$ cat config.mk
export PLATFORM = sky130hd
export DESIGN_NAME = lmr_init_seq
export DESIGN_NICKNAME = d
export VERILOG_FILES = /design/src/rtl/lmr_seq_pkg.sv /design/src/rtl/lmr_step_fsm.sv /design/src/rtl/lmr_cmd_enc.sv /design/src/rtl/lmr_lock_timer.sv /design/src/rtl/lmr_init_seq.sv
export SDC_FILE = /design/constraint.sdc
export NUM_CORES = 1
export LEC_CHECK = 0
export CORE_UTILIZATION = 45
export DETAILED_ROUTE_END_ITERATION = 16
export DONT_BUFFER_PORTS = 1
export SYNTH_ARGS = -nofsm -noshare
export SYNTH_HDL_FRONTEND = slang
export SYNTH_SLANG_ARGS = --single-unit
$ cat constraint.sdc
create_clock -name clk -period 1.5 [get_ports clk]
set_input_delay 0.225 -clock clk [delete_from_list [all_inputs] [get_ports clk]]
set_output_delay 0.225 -clock clk [all_outputs]
set_load 0.02 [all_outputs]
$ cat src/rtl/lmr_seq_pkg.sv
package lmr_seq_pkg;

  typedef enum logic [1:0] {
    STEP_EXT    = 2'd0,
    STEP_DLLRST = 2'd1,
    STEP_NORM   = 2'd2
  } step_e;

  typedef struct packed {
    logic cs_n;
    logic ras_n;
    logic cas_n;
    logic we_n;
  } cmd_t;

  localparam cmd_t CMD_LOAD = cmd_t'(4'b0000);
  localparam cmd_t CMD_NOP  = cmd_t'(4'b0111);

  localparam logic [1:0] SEL_BASE = 2'b00;
  localparam logic [1:0] SEL_EXT  = 2'b01;

endpackage

$ cat src/rtl/lmr_step_fsm.sv
module lmr_step_fsm
  import lmr_seq_pkg::*;
#(
  parameter int TMRD = 2
) (
  input  logic  clk,
  input  logic  rst_n,
  input  logic  go_i,
  input  logic  with_dll_i,
  output logic  issue_o,
  output step_e step_o,
  output logic  final_o,
  output logic  active_o
);
  localparam int GW = $clog2(TMRD + 1);

  logic          active_q;
  step_e         step_q;
  logic [GW-1:0] gap_q;
  logic          gap_zero;

  assign gap_zero = (gap_q == '0);
  assign issue_o  = go_i | (active_q & gap_zero);
  assign step_o   = go_i ? STEP_EXT : step_q;
  assign final_o  = issue_o & (step_o == STEP_NORM);
  assign active_o = active_q;

  always_ff @(posedge clk or negedge rst_n) begin
    if (!rst_n) begin
      active_q <= 1'b0;
      step_q   <= STEP_EXT;
      gap_q    <= '0;
    end else if (go_i) begin
      active_q <= 1'b1;
      step_q   <= with_dll_i ? STEP_DLLRST : STEP_NORM;
      gap_q    <= GW'(TMRD);
    end else if (active_q) begin
      if (!gap_zero) begin
        gap_q <= gap_q - 1'b1;
      end else if (step_q == STEP_NORM) begin
        active_q <= 1'b0;
      end else begin
        step_q <= STEP_NORM;
        gap_q  <= GW'(TMRD);
      end
    end
  end
endmodule

$ cat src/rtl/lmr_cmd_enc.sv
module lmr_cmd_enc
  import lmr_seq_pkg::*;
#(
  parameter int ADDR_W = 13,
  parameter int MODE_W = 7,
  parameter int BA_W   = 2
) (
  input  logic              issue_i,
  input  step_e             step_i,
  input  logic [MODE_W-1:0] mode_i,
  input  logic              dll_off_i,
  input  logic              reduced_i,
  output cmd_t              cmd_o,
  output logic [BA_W-1:0]   ba_o,
  output logic [ADDR_W-1:0] addr_o
);
  localparam int RST_BIT = 8;

  function automatic logic [ADDR_W-1:0] ext_word(input logic off, input logic red);
    logic [ADDR_W-1:0] w;
    w    = '0;
    w[0] = off;
    w[1] = red;
    return w;
  endfunction

  function automatic logic [ADDR_W-1:0] base_word(input logic rst, input logic [MODE_W-1:0] m);
    logic [ADDR_W-1:0] w;
    w             = '0;
    w[MODE_W-1:0] = m;
    w[RST_BIT]    = rst;
    return w;
  endfunction

  always_comb begin
    cmd_o  = CMD_NOP;
    ba_o   = '0;
    addr_o = '0;
    if (issue_i) begin
      cmd_o = CMD_LOAD;
      unique case (step_i)
        STEP_EXT: begin
          ba_o   = BA_W'(SEL_EXT);
          addr_o = ext_word(dll_off_i, reduced_i);
        end
        STEP_DLLRST: begin
          ba_o   = BA_W'(SEL_BASE);
          addr_o = base_word(1'b1, mode_i);
        end
        default: begin
          ba_o   = BA_W'(SEL_BASE);
          addr_o = base_word(1'b0, mode_i);
        end
      endcase
    end
  end
endmodule

$ cat src/rtl/lmr_lock_timer.sv
module lmr_lock_timer #(
  parameter int LOCK_CYC = 200
) (
  input  logic clk,
  input  logic rst_n,
  input  logic clear_i,
  input  logic cke_i,
  output logic full_o
);
  localparam int CW = $clog2(LOCK_CYC + 1);

  logic [CW-1:0] cnt_q;

  assign full_o = (cnt_q == CW'(LOCK_CYC));

  always_ff @(posedge clk or negedge rst_n) begin
    if (!rst_n)                 cnt_q <= '0;
    else if (clear_i)           cnt_q <= '0;
    else if (cke_i && !full_o)  cnt_q <= cnt_q + 1'b1;
  end
endmodule

$ cat src/rtl/lmr_init_seq.sv
module lmr_init_seq
  import lmr_seq_pkg::*;
#(
  parameter int ADDR_W   = 13,
  parameter int MODE_W   = 7,
  parameter int BA_W     = 2,
  parameter int TMRD     = 2,
  parameter int LOCK_CYC = 200
) (
  input  logic              clk,
  input  logic              rst_n,
  input  logic              start_i,
  input  logic              dll_enable_i,
  input  logic              reduced_drive_i,
  input  logic [MODE_W-1:0] mode_bits_i,
  input  logic              banks_idle_i,
  input  logic              burst_active_i,
  output logic              cke_o,
  output logic              cs_n_o,
  output logic              ras_n_o,
  output logic              cas_n_o,
  output logic              we_n_o,
  output logic [BA_W-1:0]   ba_o,
  output logic [ADDR_W-1:0] addr_o,
  output logic              busy_o,
  output logic              done_o,
  output logic              refused_o,
  output logic              read_ok_o
);
  // named internal events
  logic              go_w, refuse_w, issue_w, final_w, active_w, lock_full_w, idle_w;
  step_e             step_w;
  cmd_t              cmd_w, cmd_q;
  logic [BA_W-1:0]   ba_w, ba_q;
  logic [ADDR_W-1:0] addr_w, addr_q;
  logic [MODE_W-1:0] mode_q, mode_sel;
  logic              off_q, red_q, off_sel, red_sel;
  logic              cke_q, dll_on_q, last_q, done_q, refused_q;

  assign idle_w   = ~(active_w | last_q);
  assign go_w     = start_i & idle_w & cke_q & banks_idle_i & ~burst_active_i;
  assign refuse_w = start_i & idle_w & cke_q & ~(banks_idle_i & ~burst_active_i);

  assign mode_sel = go_w ? mode_bits_i      : mode_q;
  assign off_sel  = go_w ? ~dll_enable_i    : off_q;
  assign red_sel  = go_w ? reduced_drive_i  : red_q;

  lmr_step_fsm #(.TMRD(TMRD)) u_fsm (
    .clk(clk), .rst_n(rst_n), .go_i(go_w), .with_dll_i(dll_enable_i),
    .issue_o(issue_w), .step_o(step_w), .final_o(final_w), .active_o(active_w)
  );

  lmr_cmd_enc #(.ADDR_W(ADDR_W), .MODE_W(MODE_W), .BA_W(BA_W)) u_enc (
    .issue_i(issue_w), .step_i(step_w), .mode_i(mode_sel),
    .dll_off_i(off_sel), .reduced_i(red_sel),
    .cmd_o(cmd_w), .ba_o(ba_w), .addr_o(addr_w)
  );

  lmr_lock_timer #(.LOCK_CYC(LOCK_CYC)) u_lock (
    .clk(clk), .rst_n(rst_n), .clear_i(go_w & dll_enable_i),
    .cke_i(cke_q), .full_o(lock_full_w)
  );

  always_ff @(posedge clk or negedge rst_n) begin
    if (!rst_n) begin
      cke_q     <= 1'b0;
      cmd_q     <= CMD_NOP;
      ba_q      <= '0;
      addr_q    <= '0;
      mode_q    <= '0;
      off_q     <= 1'b0;
      red_q     <= 1'b0;
      dll_on_q  <= 1'b0;
      last_q    <= 1'b0;
      done_q    <= 1'b0;
      refused_q <= 1'b0;
    end else begin
      cke_q     <= 1'b1;
      cmd_q     <= cmd_w;
      ba_q      <= ba_w;
      addr_q    <= addr_w;
      refused_q <= refuse_w;
      last_q    <= final_w;
      if (go_w) begin
        mode_q   <= mode_bits_i;
        off_q    <= ~dll_enable_i;
        red_q    <= reduced_drive_i;
        dll_on_q <= dll_enable_i;
        done_q   <= 1'b0;
      end else if (last_q) begin
        done_q   <= 1'b1;
      end
    end
  end

  assign cke_o     = cke_q;
  assign cs_n_o    = cmd_q.cs_n;
  assign ras_n_o   = cmd_q.ras_n;
  assign cas_n_o   = cmd_q.cas_n;
  assign we_n_o    = cmd_q.we_n;
  assign ba_o      = ba_q;
  assign addr_o    = addr_q;
  assign busy_o    = ~idle_w;
  assign done_o    = done_q;
  assign refused_o = refused_q;
  assign read_ok_o = dll_on_q & lock_full_w & done_q;
endmodule

---- Word level (Yosys, flattened, before mapping) ----
Cells that the tools add are included.
storage, ports and cells
  bits in registers ....................... 46
  input port bits ......................... 14
  word-level logic and storage cells ...... 78
cells by class
  $add $sub $neg .......................... 2
  eq/ne operators ......................... 6
  multiplexer cells ....................... 25
  bitwise gates (word level) .............. 17
  reduce and logical (&&, ||, !) cells .... 10
operator list
  operator               count
  $mux W2                10
  $pmux W9 S2            1
  $mux W8                2
  $mux W13               1
  $and A1 B1 Y1          11
  $mux W1                9
  $add A8 B1 Y8 const B  1
  $eq A8 B8 Y1 const B   1
  $reduce_bool A2 Y1     4
  $mux W7                1
  $eq A2 B2 Y1 const B   2
  $logic_not A2 Y1       2
  $not A1 Y1             4
  $mux W3                1
  $ne A3 B3 Y1 const B   1
  $reduce_and A3 Y1      1
  $eq A2 B1 Y1 const B   1
  $ne A2 B2 Y1 const B   1
  $or A1 B1 Y1           2
  $reduce_and A2 Y1      1
  $sub A2 B1 Y2 const B  1
  $logic_and A1 B1 Y1    1
  $logic_not A1 Y1       1

---- Logic depth before layout (Yosys ltp) ----
  word-level depth ........................ 10
  depth in mapped cells ................... 6
  gate-level depth less buffers ........... 5

---- Cells and area by module ----
A second synthesis with hierarchy kept.
unflattened totals
  cells, all modules ...................... 159
  area total of the unflattened synthesis .. 1,985.7 um^2
by module, submodules not included
  module          instances  cells each  area an instance (um^2)  seq. area each (um^2)
  lmr_init_seq    1          56          1,057.3                  829.5
  lmr_lock_timer  1          47          452.9                    200.2
  lmr_step_fsm    1          30          310.3                    125.1
  lmr_cmd_enc     1          26          165.2                    0.0

---- Worst setup path after synthesis ----
Ideal clock, no wire load.
  path type ............................... reg-to-output
  start ................................... register u_lock.cnt_q[5]
  end ..................................... output port read_ok_o
  arrival time ............................ 1,421 ps
  required time ........................... 1,275 ps
  setup slack ............................. -146 ps
  stages on the path, launching flop included .. 3
  buffers on the path ..................... 0
  cell sequence ........................... dfrtp_1 > or3b_2 > nor3_1
on the way
  cells in the longest elaborated chain, start to end .. 3
ends and longest elaborated chain
  element                      line                  text
  from (decl)                  lmr_lock_timer.sv:12  logic [CW-1:0] cnt_q;
  from (signal assigned)       lmr_lock_timer.sv:19  else if (cke_i && !full_o) cnt_q <= cnt_q + 1'b1;
  $eq A8 B8 Y1                 lmr_lock_timer.sv:14  assign full_o = (cnt_q == CW'(LOCK_CYC));
  $and A1 B1 Y1 (2 in series)  lmr_init_seq.sv:106   assign read_ok_o = dll_on_q & lock_full_w & done_q;
  to (decl)                    lmr_init_seq.sv:28    output logic read_ok_o
Every way passes these cells.

---- Worst setup path in the final report ----
  start ................................... register u_lock.cnt_q[1]
  end ..................................... output port read_ok_o
The elaborated chain is that of the path after synthesis.

==> reports/results.ini <==
[setup_path]
cp_slowest_cell=dfrtp_1
path_cells=inv_2, ha_4, nand4b_1, nor3_2, buf_4
crit_path_max_incr_delay_ps=390
path_class=reg2out
cp_max_fo=2
cp_top_family=flip-flops
critPathCaptureType=primary output
cp.arrival_ps=1400
critPathLaunchType=flip-flop
worstPathRequired_ps=1270
crit_buf_inv=2

[routing]
avgViaCountPerCell=5.40
wl_per_cell_um=15.7
drt_pass1_iterations=5
num_vias=1295
drc=0
drt_iter0_drc=96
ant_nets=0
drt_wl_total_um=3770

[floorplan]
coreArea_mm2=0.00369
initial_core_util=0.475
rows=22
die_h_um=64.4
die-area_mm2=0.00415
die-width_um=64.4
io_pins=38

[global_route]
met1_usage=0.250
grt_pass1_vias=1266
grtUsageMet3=0.0458
grt_pass1_wl_um=5870
grt_max_degree=38
grt_overflow=0
top_usage_layer=met2
antenna_found_initial=0
grt_usage=0.193
grt_util_met2=0.299

[logic_synthesis]
ys_warn_count=0
synth_seq_cells=37
ys_types=46
synth-seq-area-share=0.529
syn_area_per_cell_um2=11.0
synth_area_mm2=0.00175
synthCells=160

[power_and_ir_drop]
max-vdd-ir-drop_mv=0.787
swShare=0.355
powerDensity_mw_per_mm2=1770
clkPwrFrac=0.190
power_frac_comb=0.387
p_int_uw=2460
leakagePower_uw=0.00100
p_sw_uw=1350
seqPwrFrac=0.423

[job]
max-cap-violations=0

[clock_tree]
cts_made_buffers=5
tritoncts=built
insertion_delay_ps=290
clockBufferDepth=2
h-tree-depth=2
clockRootBuffer=clkbuf_8
clk_pin_slew_ps=70
cts.sinks=37

[layout]
drive_gt1_frac=0.333
area_growth_pct=23.1
finalInstanceArea_mm2=0.00216
fillCellCount=302
fin_util=0.585
final_nets=209
diodes=0

[sta]
hold_viol=0
fmax_ghz=0.616
rsz0062_at_grt=yes
finalSetupViolCount=13
fin_worst_skew_ps=5.66
holdWs_ps=78.9
fin_ws_ps=-124
fin_crit_ps=1620
timing.setup.tns_ps=-453
finalCritPeriodShare=1.08
slew_viol_final=0

[place]
dpl_worst_slack_ps=-4.06
place_hpwl_um=2420
gp_congestion=0.771
port_buffers=0
dpl-instance-area_mm2=0.00189

[min_path]
hold_class=in2reg

[outcome]
status=complete, but fails checks
violations=negative setup slack

## final timing paths
check | startpoint | cells past startpoint | to | slack [ps]
max | u_lock.cnt_q[1]$_DFFE_PN0P_ | 5 | read_ok_o | -120
min | mode_bits_i[1] | 1 | mode_q[1]$_DFF_PN0_ | 80
max reg2reg | u_fsm.gap_q[1]$_DFFE_PN0P_ | 6 | u_lock.cnt_q[7]$_DFFE_PN0P_ | -40
min reg2reg | dll_on_q$_DFFE_PN0P_ | 1 | dll_on_q$_DFFE_PN0P_ | 480
max in group asynchronous | rst_n | 2 | cas_n_o$_DFF_PN1_ | 870
min in group asynchronous | rst_n | 2 | u_lock.cnt_q[5]$_DFFE_PN0P_ | 390
## state kept, by name (all words and copies together) (netlist names)
signal          flops
u_fsm.gap_q         2
last_q              1
u_fsm.step_q        2
cas_n_o             1
done_o              1
addr_o              8
red_q               1
u_fsm.active_o      1
mode_q              7
cke_o               1
dll_on_q            1
refused_o           1
ba_o                1
u_lock.cnt_q        8
off_q               1
## cell type report
class | count | area [um2] | area share
sequential | 37 | 928 | 0.430
tap | 48 | 60.1 | 0.0278
inverter | 8 | 30.0 | 0.0139
timing repair buffer | 33 | 270 | 0.125
multi-input combinational | 106 | 774 | 0.359
clock buffer | 7 | 86.3 | 0.0400
clock inverter | 1 | 7.51 | 0.00348
## Yosys cell counts (all sizes together)
cell type	n	area share
dfrtp	36	0.51
buf	15	0.068
a21oi	14	0.040
nand2	12	0.027
o21ai	12	0.034
inv	8	0.017
nand3	5	0.014
nor2	5	0.011
ha	4	0.029
nand4	4	0.014
mux2	3	0.021
mux2i	3	0.017
or3	3	0.011
a2bb2oi	2	0.010
conb	2	0.0043
nor3	2	0.0057
nor4bb	2	0.011
o211ai	2	0.0086
o22ai	2	0.0071
or2	2	0.0071
xor2	2	0.010
a2111oi	1	0.016
a21o	1	0.0043
a22oi	1	0.0071
a31o	1	0.0050
a31oi	1	0.0036
and2	1	0.0036
and4b	1	0.0057
and4bb	1	0.0071
dfstp	1	0.015
nand2b	1	0.0036
nand3b	1	0.0043
nand4b	1	0.0050
nand4bb	1	0.0064
nor2b	1	0.0036
nor3b	1	0.0043
o2111ai	1	0.0050
o211a	1	0.0057
o21a	1	0.0043
o31ai	1	0.0043
or3b	1	0.0050
## cells by family (layout without fill, tap and decap cells)
family          Yosys count  after routing  share of synthesized area
compound gates           41             41                      0.155
xor+xnor                  2              2                    0.00999
fa+ha+maj                 4              4                     0.0286
buf+inv                  23             49                     0.0849
flops                    37             37                      0.529
mux                       6              6                     0.0385
other cells               2              8                    0.00428
simple gates             45             45                      0.150
## power groups by stage
stage	Sequential [uW]	Combinational (uW)	Clock [uW]
final	1610	1480	725
after detailed placement	1620	1170	0
after floorplan	1610	784	0
after global placement	1610	1150	0
after global routing	1650	1630	785
after CTS	1610	1250	736
## cell usage in the layout, fill, tap and decap left out, types with 3 or more instances in the layout
cell | netlist | final
nor2_1 | 5 | 3
inv_1 | 8 | 6
a21oi_1 | 14 | 8
nand2_1 | 11 | 11
conb_1 | 2 | 8
nand4_1 | 4 | 4
o21ai_0 | 12 | 12
or3_1 | 3 | 3
clkbuf_8 | 0 | 6
a21oi_2 | 0 | 6
mux2i_1 | 3 | 3
buf_4 | 10 | 29
nand3_1 | 5 | 5
dfrtp_1 | 36 | 35
## repair_timing
| action | in CTS | in global routing |
|---|---|---|
| setup buffers | 4 | 6 |
| gates resized for setup | 3 | 17 |
| endpoints found under the setup margin | 13 | 13 |
| hold endpoints to repair | 37 | 0 |
| hold buffers | 2 | 0 |
| pin swaps | 6 | 7 |
## metal layers
layer / vias up / share of wire
met5: - / 0
met4: 0 / 0.020
met3: 7 / 0.044
met2: 36 / 0.48
met1: 635 / 0.46
li1: 617 / -
## per-stage QoR
step / power, uW / cells
6_report: 3820 / 240
5_1_grt: 4070 / 240
4_1_cts: 3590 / 234
3_5_place_dp: 2800 / 221
3_3_place_gp: 2750 / 221
2_1_floorplan: 2390 / 166
(Power assumes the default switching activity.)
